[src/rtl/addsub_pkg.sv]
package addsub_pkg;
  typedef enum logic {
    CARRY_RIPPLE = 1'b0,
    CARRY_PREFIX = 1'b1
  } carry_style_e;

  typedef struct packed {
    logic z;
    logic n;
    logic c;
    logic v;
  } cond_t;
endpackage

[src/rtl/addsub_operand.sv]
module addsub_operand #(
  parameter int W = 8
) (
  input  logic [W-1:0] b_i,
  input  logic         sub_i,
  output logic [W-1:0] b_eff_o,
  output logic         cin_o
);
  // one control bit drives both the inversion and the +1
  assign b_eff_o = b_i ^ {W{sub_i}};
  assign cin_o   = sub_i;
endmodule

[src/rtl/addsub_adder.sv]
module addsub_adder
  import addsub_pkg::*;
#(
  parameter int           W           = 8,
  parameter carry_style_e CARRY_STYLE = CARRY_RIPPLE
) (
  input  logic [W-1:0] a_i,
  input  logic [W-1:0] b_i,
  input  logic         cin_i,
  output logic [W-1:0] sum_o,
  output logic         cout_o
);
  localparam int LV = (W > 1) ? $clog2(W) : 0;

  logic [W-1:0] p, g;
  logic [W:0]   c;

  assign p    = a_i ^ b_i;
  assign g    = a_i & b_i;
  assign c[0] = cin_i;

  if (CARRY_STYLE == CARRY_RIPPLE) begin : g_ripple
    for (genvar i = 0; i < W; i++) begin : g_bit
      assign c[i+1] = g[i] | (p[i] & c[i]);
    end
  end else begin : g_prefix
    // gg/pp[l][i]: group terms over bits max(0,i-2^l+1)..i
    logic [W-1:0] gg [LV+1];
    logic [W-1:0] pp [LV+1];
    assign gg[0] = g;
    assign pp[0] = p;
    for (genvar l = 0; l < LV; l++) begin : g_lvl
      localparam int D = 1 << l;
      for (genvar i = 0; i < W; i++) begin : g_node
        if (i >= D) begin : g_merge
          assign gg[l+1][i] = gg[l][i] | (pp[l][i] & gg[l][i-D]);
          assign pp[l+1][i] = pp[l][i] & pp[l][i-D];
        end else begin : g_pass
          assign gg[l+1][i] = gg[l][i];
          assign pp[l+1][i] = pp[l][i];
        end
      end
    end
    for (genvar i = 0; i < W; i++) begin : g_carry
      assign c[i+1] = gg[LV][i] | (pp[LV][i] & cin_i);
    end
  end

  assign sum_o  = p ^ c[W-1:0];
  assign cout_o = c[W];
endmodule

[src/rtl/addsub_cond.sv]
module addsub_cond
  import addsub_pkg::*;
#(
  parameter int W = 8
) (
  input  logic         a_msb_i,
  input  logic         b_msb_i,
  input  logic [W-1:0] sum_i,
  input  logic         cout_i,
  output cond_t        cc_o
);
  logic s_msb;
  assign s_msb = sum_i[W-1];

  assign cc_o.z = ~|sum_i;
  assign cc_o.n = s_msb;
  assign cc_o.c = cout_i;
  // inputs here are post-inversion adder inputs
  assign cc_o.v = (a_msb_i & b_msb_i & ~s_msb) | (~a_msb_i & ~b_msb_i & s_msb);
endmodule

[src/rtl/addsub_compare.sv]
module addsub_compare
  import addsub_pkg::*;
(
  input  cond_t cc_i,
  output logic  lt_o,
  output logic  le_o,
  output logic  eq_o,
  output logic  ne_o,
  output logic  ge_o,
  output logic  gt_o,
  output logic  ltu_o,
  output logic  leu_o,
  output logic  geu_o,
  output logic  gtu_o
);
  logic n_x_v;
  assign n_x_v = cc_i.n ^ cc_i.v;

  assign lt_o  = n_x_v;
  assign le_o  = cc_i.z | n_x_v;
  assign ge_o  = ~n_x_v;
  assign gt_o  = ~(cc_i.z | n_x_v);
  assign eq_o  = cc_i.z;
  assign ne_o  = ~cc_i.z;
  // C set means no borrow
  assign ltu_o = ~cc_i.c;
  assign leu_o = ~cc_i.c | cc_i.z;
  assign geu_o = cc_i.c;
  assign gtu_o = cc_i.c & ~cc_i.z;
endmodule

[src/rtl/addsub_flags.sv]
module addsub_flags
  import addsub_pkg::*;
#(
  parameter int           W           = 8,
  parameter carry_style_e CARRY_STYLE = CARRY_RIPPLE
) (
  input  logic [W-1:0] a_i,
  input  logic [W-1:0] b_i,
  input  logic         sub_i,
  output logic [W-1:0] res_o,
  output logic         zero_o,
  output logic         neg_o,
  output logic         carry_o,
  output logic         ovf_o,
  output logic         lt_o,
  output logic         le_o,
  output logic         eq_o,
  output logic         ne_o,
  output logic         ge_o,
  output logic         gt_o,
  output logic         ltu_o,
  output logic         leu_o,
  output logic         geu_o,
  output logic         gtu_o
);
  logic [W-1:0] b_eff, sum;
  logic         cin, cout;
  cond_t        cc;

  addsub_operand #(.W(W)) u_operand (
    .b_i     (b_i),
    .sub_i   (sub_i),
    .b_eff_o (b_eff),
    .cin_o   (cin)
  );

  addsub_adder #(.W(W), .CARRY_STYLE(CARRY_STYLE)) u_adder (
    .a_i    (a_i),
    .b_i    (b_eff),
    .cin_i  (cin),
    .sum_o  (sum),
    .cout_o (cout)
  );

  addsub_cond #(.W(W)) u_cond (
    .a_msb_i (a_i[W-1]),
    .b_msb_i (b_eff[W-1]),
    .sum_i   (sum),
    .cout_i  (cout),
    .cc_o    (cc)
  );

  addsub_compare u_compare (
    .cc_i  (cc),
    .lt_o  (lt_o),
    .le_o  (le_o),
    .eq_o  (eq_o),
    .ne_o  (ne_o),
    .ge_o  (ge_o),
    .gt_o  (gt_o),
    .ltu_o (ltu_o),
    .leu_o (leu_o),
    .geu_o (geu_o),
    .gtu_o (gtu_o)
  );

  assign res_o   = sum;
  assign zero_o  = cc.z;
  assign neg_o   = cc.n;
  assign carry_o = cc.c;
  assign ovf_o   = cc.v;
endmodule

[config.mk]
export PLATFORM = sky130hd
export DESIGN_NAME = addsub_flags
export DESIGN_NICKNAME = d
export VERILOG_FILES = /design/src/rtl/addsub_pkg.sv /design/src/rtl/addsub_operand.sv /design/src/rtl/addsub_adder.sv /design/src/rtl/addsub_cond.sv /design/src/rtl/addsub_compare.sv /design/src/rtl/addsub_flags.sv
export SDC_FILE = /design/constraint.sdc
export NUM_CORES = 1
export LEC_CHECK = 0
export ABC_AREA = 1
export BUFFER_PORTS_ARGS = -buffer_cell sky130_fd_sc_hd__buf_2
export CORE_AREA = 2 2 39 41
export DETAILED_ROUTE_END_ITERATION = 8
export DIE_AREA = 0 0 41 43
export PLACE_DENSITY = 0.82
export SETUP_SLACK_MARGIN = 0.05
export SYNTH_ARGS = -nofsm -noshare
export SYNTH_HDL_FRONTEND = slang
export SYNTH_SLANG_ARGS = --single-unit
[constraint.sdc]
create_clock -name vclk -period 10.1
set_clock_uncertainty 0.05 [all_clocks]
set_input_delay 1.01 -clock vclk [all_inputs]
set_output_delay 1.01 -clock vclk [all_outputs]
set_load 0.05 [all_outputs]
# --- After elaboration in Yosys (flattened, before gate mapping) ---
# Index checks and enable logic that the tools add are counted.
op_classes:
  bitwise: 35
  reduce_logical: 2
op_table:
  columns: ["operator", "count"]
  rows:
  - ["XOR 8 bit", 3]
  - ["bitwise AND 1 bit", 13]
  - ["OR 1 bit", 11]
  - ["bitwise AND 8 bit", 1]
  - ["OR reduction 8 bit", 1]
  - ["NOT 1 bit", 6]
  - ["zero test 1 bit", 1]
  - ["XOR 1 bit", 1]
totals:
  reg_bits: 0
  in_bits: 17
  output_inout_bits: 22
  elab_cells: 37

# --- Longest topological paths before layout ---
logic_depth:
  word_depth: 23
  ltp_mapped: 15
  depth_no_buf: 15

# --- Modules after synthesis ---
# A second synthesis with hierarchy kept.
hier_totals:
  cells_unflattened: 80
  hier_area_um2: 464.2
modules_own_cells:
  columns: ["module", "instances", "cells_each", "area_per_inst_um2", "seq_area_each_um2"]
  rows:
  - ["addsub_adder", 1, 18, 197.7, 0.0]
  - ["addsub_operand", 1, 35, 142.6, 0.0]
  - ["addsub_compare", 1, 14, 66.3, 0.0]
  - ["addsub_cond", 1, 13, 57.6, 0.0]

# --- Least setup slack after synthesis ---
# OpenSTA, ideal clock, no wires.
synth_path:
  path_type: "in2out"
  startpoint: "in sub_i"
  endpoint: "out gtu_o"
  arrival_time_ps: 5333
  required_ps: 9040
  slack_ps: 3707
  cell_stages: 12
  path_buffers: 1
  cell_sequence: "buf_6 > xnor2_1 > fa_1 > fa_1 > fa_1 > fa_1 > fa_1 > fa_1 > inv_1 > fa_1 > inv_1 > nor2_1"
synth_via:
  elab_chain_cells: 19
  word_cells_on_any_way: 22
  classes_between: "bitwise: 21; reduce/logical: 1"
synth_lines:
  columns: ["element", "line_no", "text"]
  rows:
  - ["start: declaration", "addsub_flags.sv:9", "input logic sub_i,"]
  - ["XOR 8 bit", "addsub_operand.sv:10", "assign b_eff_o = b_i ^ {W{sub_i}};"]
  - ["XOR 8 bit", "addsub_adder.sv:18", "assign p = a_i ^ b_i;"]
  - ["bitwise AND 1 bit", "addsub_adder.sv:24", "assign c[i+1] = g[i] | (p[i] & c[i]);"]
  - ["OR 1 bit", "addsub_adder.sv:24", null]
  - ["bitwise AND 1 bit", "addsub_adder.sv:24", null]
  - ["OR 1 bit", "addsub_adder.sv:24", null]
  - ["bitwise AND 1 bit", "addsub_adder.sv:24", null]
  - ["OR 1 bit", "addsub_adder.sv:24", null]
  - ["[... 4 more ...]", null, null]
  - ["bitwise AND 1 bit", "addsub_adder.sv:24", null]
  - ["OR 1 bit", "addsub_adder.sv:24", null]
  - ["bitwise AND 1 bit", "addsub_adder.sv:24", null]
  - ["OR 1 bit", "addsub_adder.sv:24", null]
  - ["bitwise AND 1 bit", "addsub_adder.sv:24", null]
  - ["OR 1 bit (*)", "addsub_adder.sv:24", null]
  - ["net carry_o", "addsub_flags.sv:13", "output logic carry_o,"]
  - ["bitwise AND 1 bit (*)", "addsub_compare.sv:29", "assign gtu_o = cc_i.c & ~cc_i.z;"]
  - ["end: declaration", "addsub_flags.sv:24", "output logic gtu_o"]
# The timed path passes the listed nets; every way through them passes the cells marked *.

# --- Worst setup path in the final report ---
layout_path:
  startpoint: "in sub_i"
  endpoint: "out le_o"
layout_via:
  elab_chain_cells: 22
  word_cells_on_any_way: 29
  classes_between: "bitwise: 27; reduce/logical: 2"
layout_lines:
  columns: ["element", "line_no", "text"]
  rows:
  - ["XOR 8 bit", "addsub_operand.sv:10", null]
  - ["XOR 8 bit", "addsub_adder.sv:18", null]
  - ["bitwise AND 1 bit", "addsub_adder.sv:24", null]
  - ["OR 1 bit", "addsub_adder.sv:24", null]
  - ["bitwise AND 1 bit", "addsub_adder.sv:24", null]
  - ["OR 1 bit", "addsub_adder.sv:24", null]
  - ["bitwise AND 1 bit", "addsub_adder.sv:24", null]
  - ["OR 1 bit", "addsub_adder.sv:24", null]
  - ["[... 6 more ...]", null, null]
  - ["bitwise AND 1 bit", "addsub_adder.sv:24", null]
  - ["OR 1 bit", "addsub_adder.sv:24", null]
  - ["XOR 8 bit", "addsub_adder.sv:49", "assign sum_o = p ^ c[W-1:0];"]
  - ["NOT 1 bit", "addsub_cond.sv:19", "assign cc_o.v = (a_msb_i & b_msb_i & ~s_msb) | (~a_msb_i & ~b_msb_i & s_msb);"]
  - ["bitwise AND 1 bit", "addsub_cond.sv:19", null]
  - ["OR 1 bit", "addsub_cond.sv:19", null]
  - ["XOR 1 bit", "addsub_compare.sv:17", "assign n_x_v = cc_i.n ^ cc_i.v;"]
  - ["OR 1 bit (*)", "addsub_compare.sv:20", "assign le_o = cc_i.z | n_x_v;"]
  - ["end: declaration", "addsub_flags.sv:16", "output logic le_o,"]
# Every way passes the cells marked *; elsewhere a longest branch is shown, timed or not.

==> qor.txt <==
Post-synthesis instance total = 60
Horiz. Die Dim = 41 um
First-pass GRT wire length = 1.50 mm
Worst Hold Margin = 2460 ps
CP max FO = 8
Max Clock Freq = 0.164 GHz
Die Ht = 43 um
NetSw = 83.5 uW
Hold Vio Cnt, Final = 0
Cell variety after synth = 13
Worst Max-Slew Pin Slew = 253 ps
1st-iter DRT viols = 5
Most frequent cells in the layout = buf_2, inv_1, nand2_1, fa_1, xnor2_1
Vias per cell = 4.00
Clk network pwr share = 0%
Vias in the first global route = 405
Final setup vio count = 0
Post-Syn Area = 445 sq um
Share of cells above drive strength 1 = 45.3%
Clock buffer count = 0
Area growth, synth to finish = 40.7%
DP HPWL = 865 um
Final ANT Viol Nets = 0
Leak pwr = 0.389 nW
PortBufs = 39
Core ar. = 1380 sq um
Register area = 0 sq um
Number of nets in the layout = 124
Row count = 14
DRC = 0
Setup CP Type = primary input to output port
GRT Util Overall = 11.7%
Fin crit share = 60.5%
Unrepaired setup endpoints after global routing = no
Die ar. = 1760 sq um
CP Data Required Time = 9040 ps
Hold_buf cts = 0
Switch share = 76.3%
Vias = 444
Sequential cell count = 0
Element type at the critical path end = output port
Initial antenna violation count = 0
Gr ovfl total = 0
# IOs = 39
MaxCap Viol Count = 0
Sequential area share after synthesis = 0%
# resized after CTS = 0
HP Class = primary input to output port
Worst slew margin = 83.2%
Cell Pwr Density = 174 nW/um^2
Drt total wl = 905 um
Drt first pass iters = 4
Synth Area per Inst = 7.42 sq um
Final min period = 6110 ps
TNS Setup = 0 ps
CP startpoint = sub_i
Fill count = 151
Initial Util = 32.2%
Yosys warns = 0
Comb pwr share = 100.0%
VDD IR max = 62.3 uV
Number of post-CTS setup repair buffers = 0
Seq pwr share = 0%
Status = finished clean
Inserted Diodes = 0
CP startpoint kind = primary input
WL per Instance = 8.15 um
Worst EP arrival = 5050 ps
GP Congestion = 0.734
Final max-slew violation count = 0
Most common cell after layout, fill and taps aside = buf_2
HP Start = a_i[0]
Syn Nets = 87
Largest net degree at the start of global routing = 9
Cell internal pwr = 25.9 uW
## cell usage after synthesis
cell	number	share of area (%)
buf_4	3	5.1
buf_6	1	2.5
fa_1	8	36
ha_1	2	5.6
inv_1	21	18
nand2_1	8	6.7
nand2_2	2	2.8
nor2_1	3	2.5
nor2_2	1	1.4
nor2_4	1	2.5
o21ai_0	1	1.1
o21ai_1	2	2.2
xnor2_1	7	14
## worst max-delay path: stages
cell and delay, ps:
buf_2 200, o21ai_0 150, fa_1 410, fa_1 390, fa_1 410, fa_1 400
fa_1 410, fa_1 420, fa_1 540, nand2_1 70, nor2_2 90, nand2_2 90
o21ai_1 160, buf_2 290
## stage by stage
stage / worst slack (ps) / utilization, % / cell area (sq um) / power [mW] / instances
after floorplan: 3710 / - / 445 / 0.0902 / 60
after global placement: 4070 / 45.3 / 627 / 0.109 / 111
after detailed placement: 4000 / 45.3 / 627 / 0.110 / 111
after CTS: 3990 / 45.3 / 627 / 0.111 / 111
after global routing: 3820 / 45.3 / 627 / 0.117 / 111
final: 3990 / 45.3 / 627 / 0.109 / 111
## cell type report
cell class	count	area [sq um]	area share (%)
tap	16	20.0	3.19
inverter	21	78.8	12.6
multi-input combinational	35	333	53.1
timing repair buffer	39	195	31.1
## logic make-up (layout without fill, tap and decap cells)
| family | Yosys count | after routing | share of synthesized area [%] |
|---|---|---|---|
| adders and majority gates | 10 | 10 | 41.6 |
| buffers and inverters | 25 | 60 | 25.3 |
| xor gates and xnor gates | 7 | 7 | 13.8 |
| and+or+nand+nor | 15 | 15 | 16.0 |
| AOI/OAI and AO/OA | 3 | 3 | 3.37 |
## per-layer routing
layer	GRT usage (%)	share of wire (%)	vias up	wire [um]
met1	14.2	37	198	339
li1	-	-	229	-
met4	0	0	0	0
met5	0	0	-	0
met2	22.8	55	17	499
met3	0	7.3	0	66
## power groups by stage
| stage | clock network (mW) | registers [mW] | logic [mW] |
|---|---|---|---|
| 4_1_cts | 0 | 0 | 0.111 |
| 3_5_place_dp | 0 | 0 | 0.110 |
| 6_report | 0 | 0 | 0.109 |
| 2_1_floorplan | 0 | 0 | 0.0902 |
| 5_1_grt | 0 | 0 | 0.117 |
| 3_3_place_gp | 0 | 0 | 0.109 |
## worst paths after layout
path                        to  slack (ps)  depth (start not counted)
worst min-delay path  res_o[0]        2460                          4
worst max-delay path      le_o        3990                         14
No activity file was read; power rests on OpenSTA's default activity.
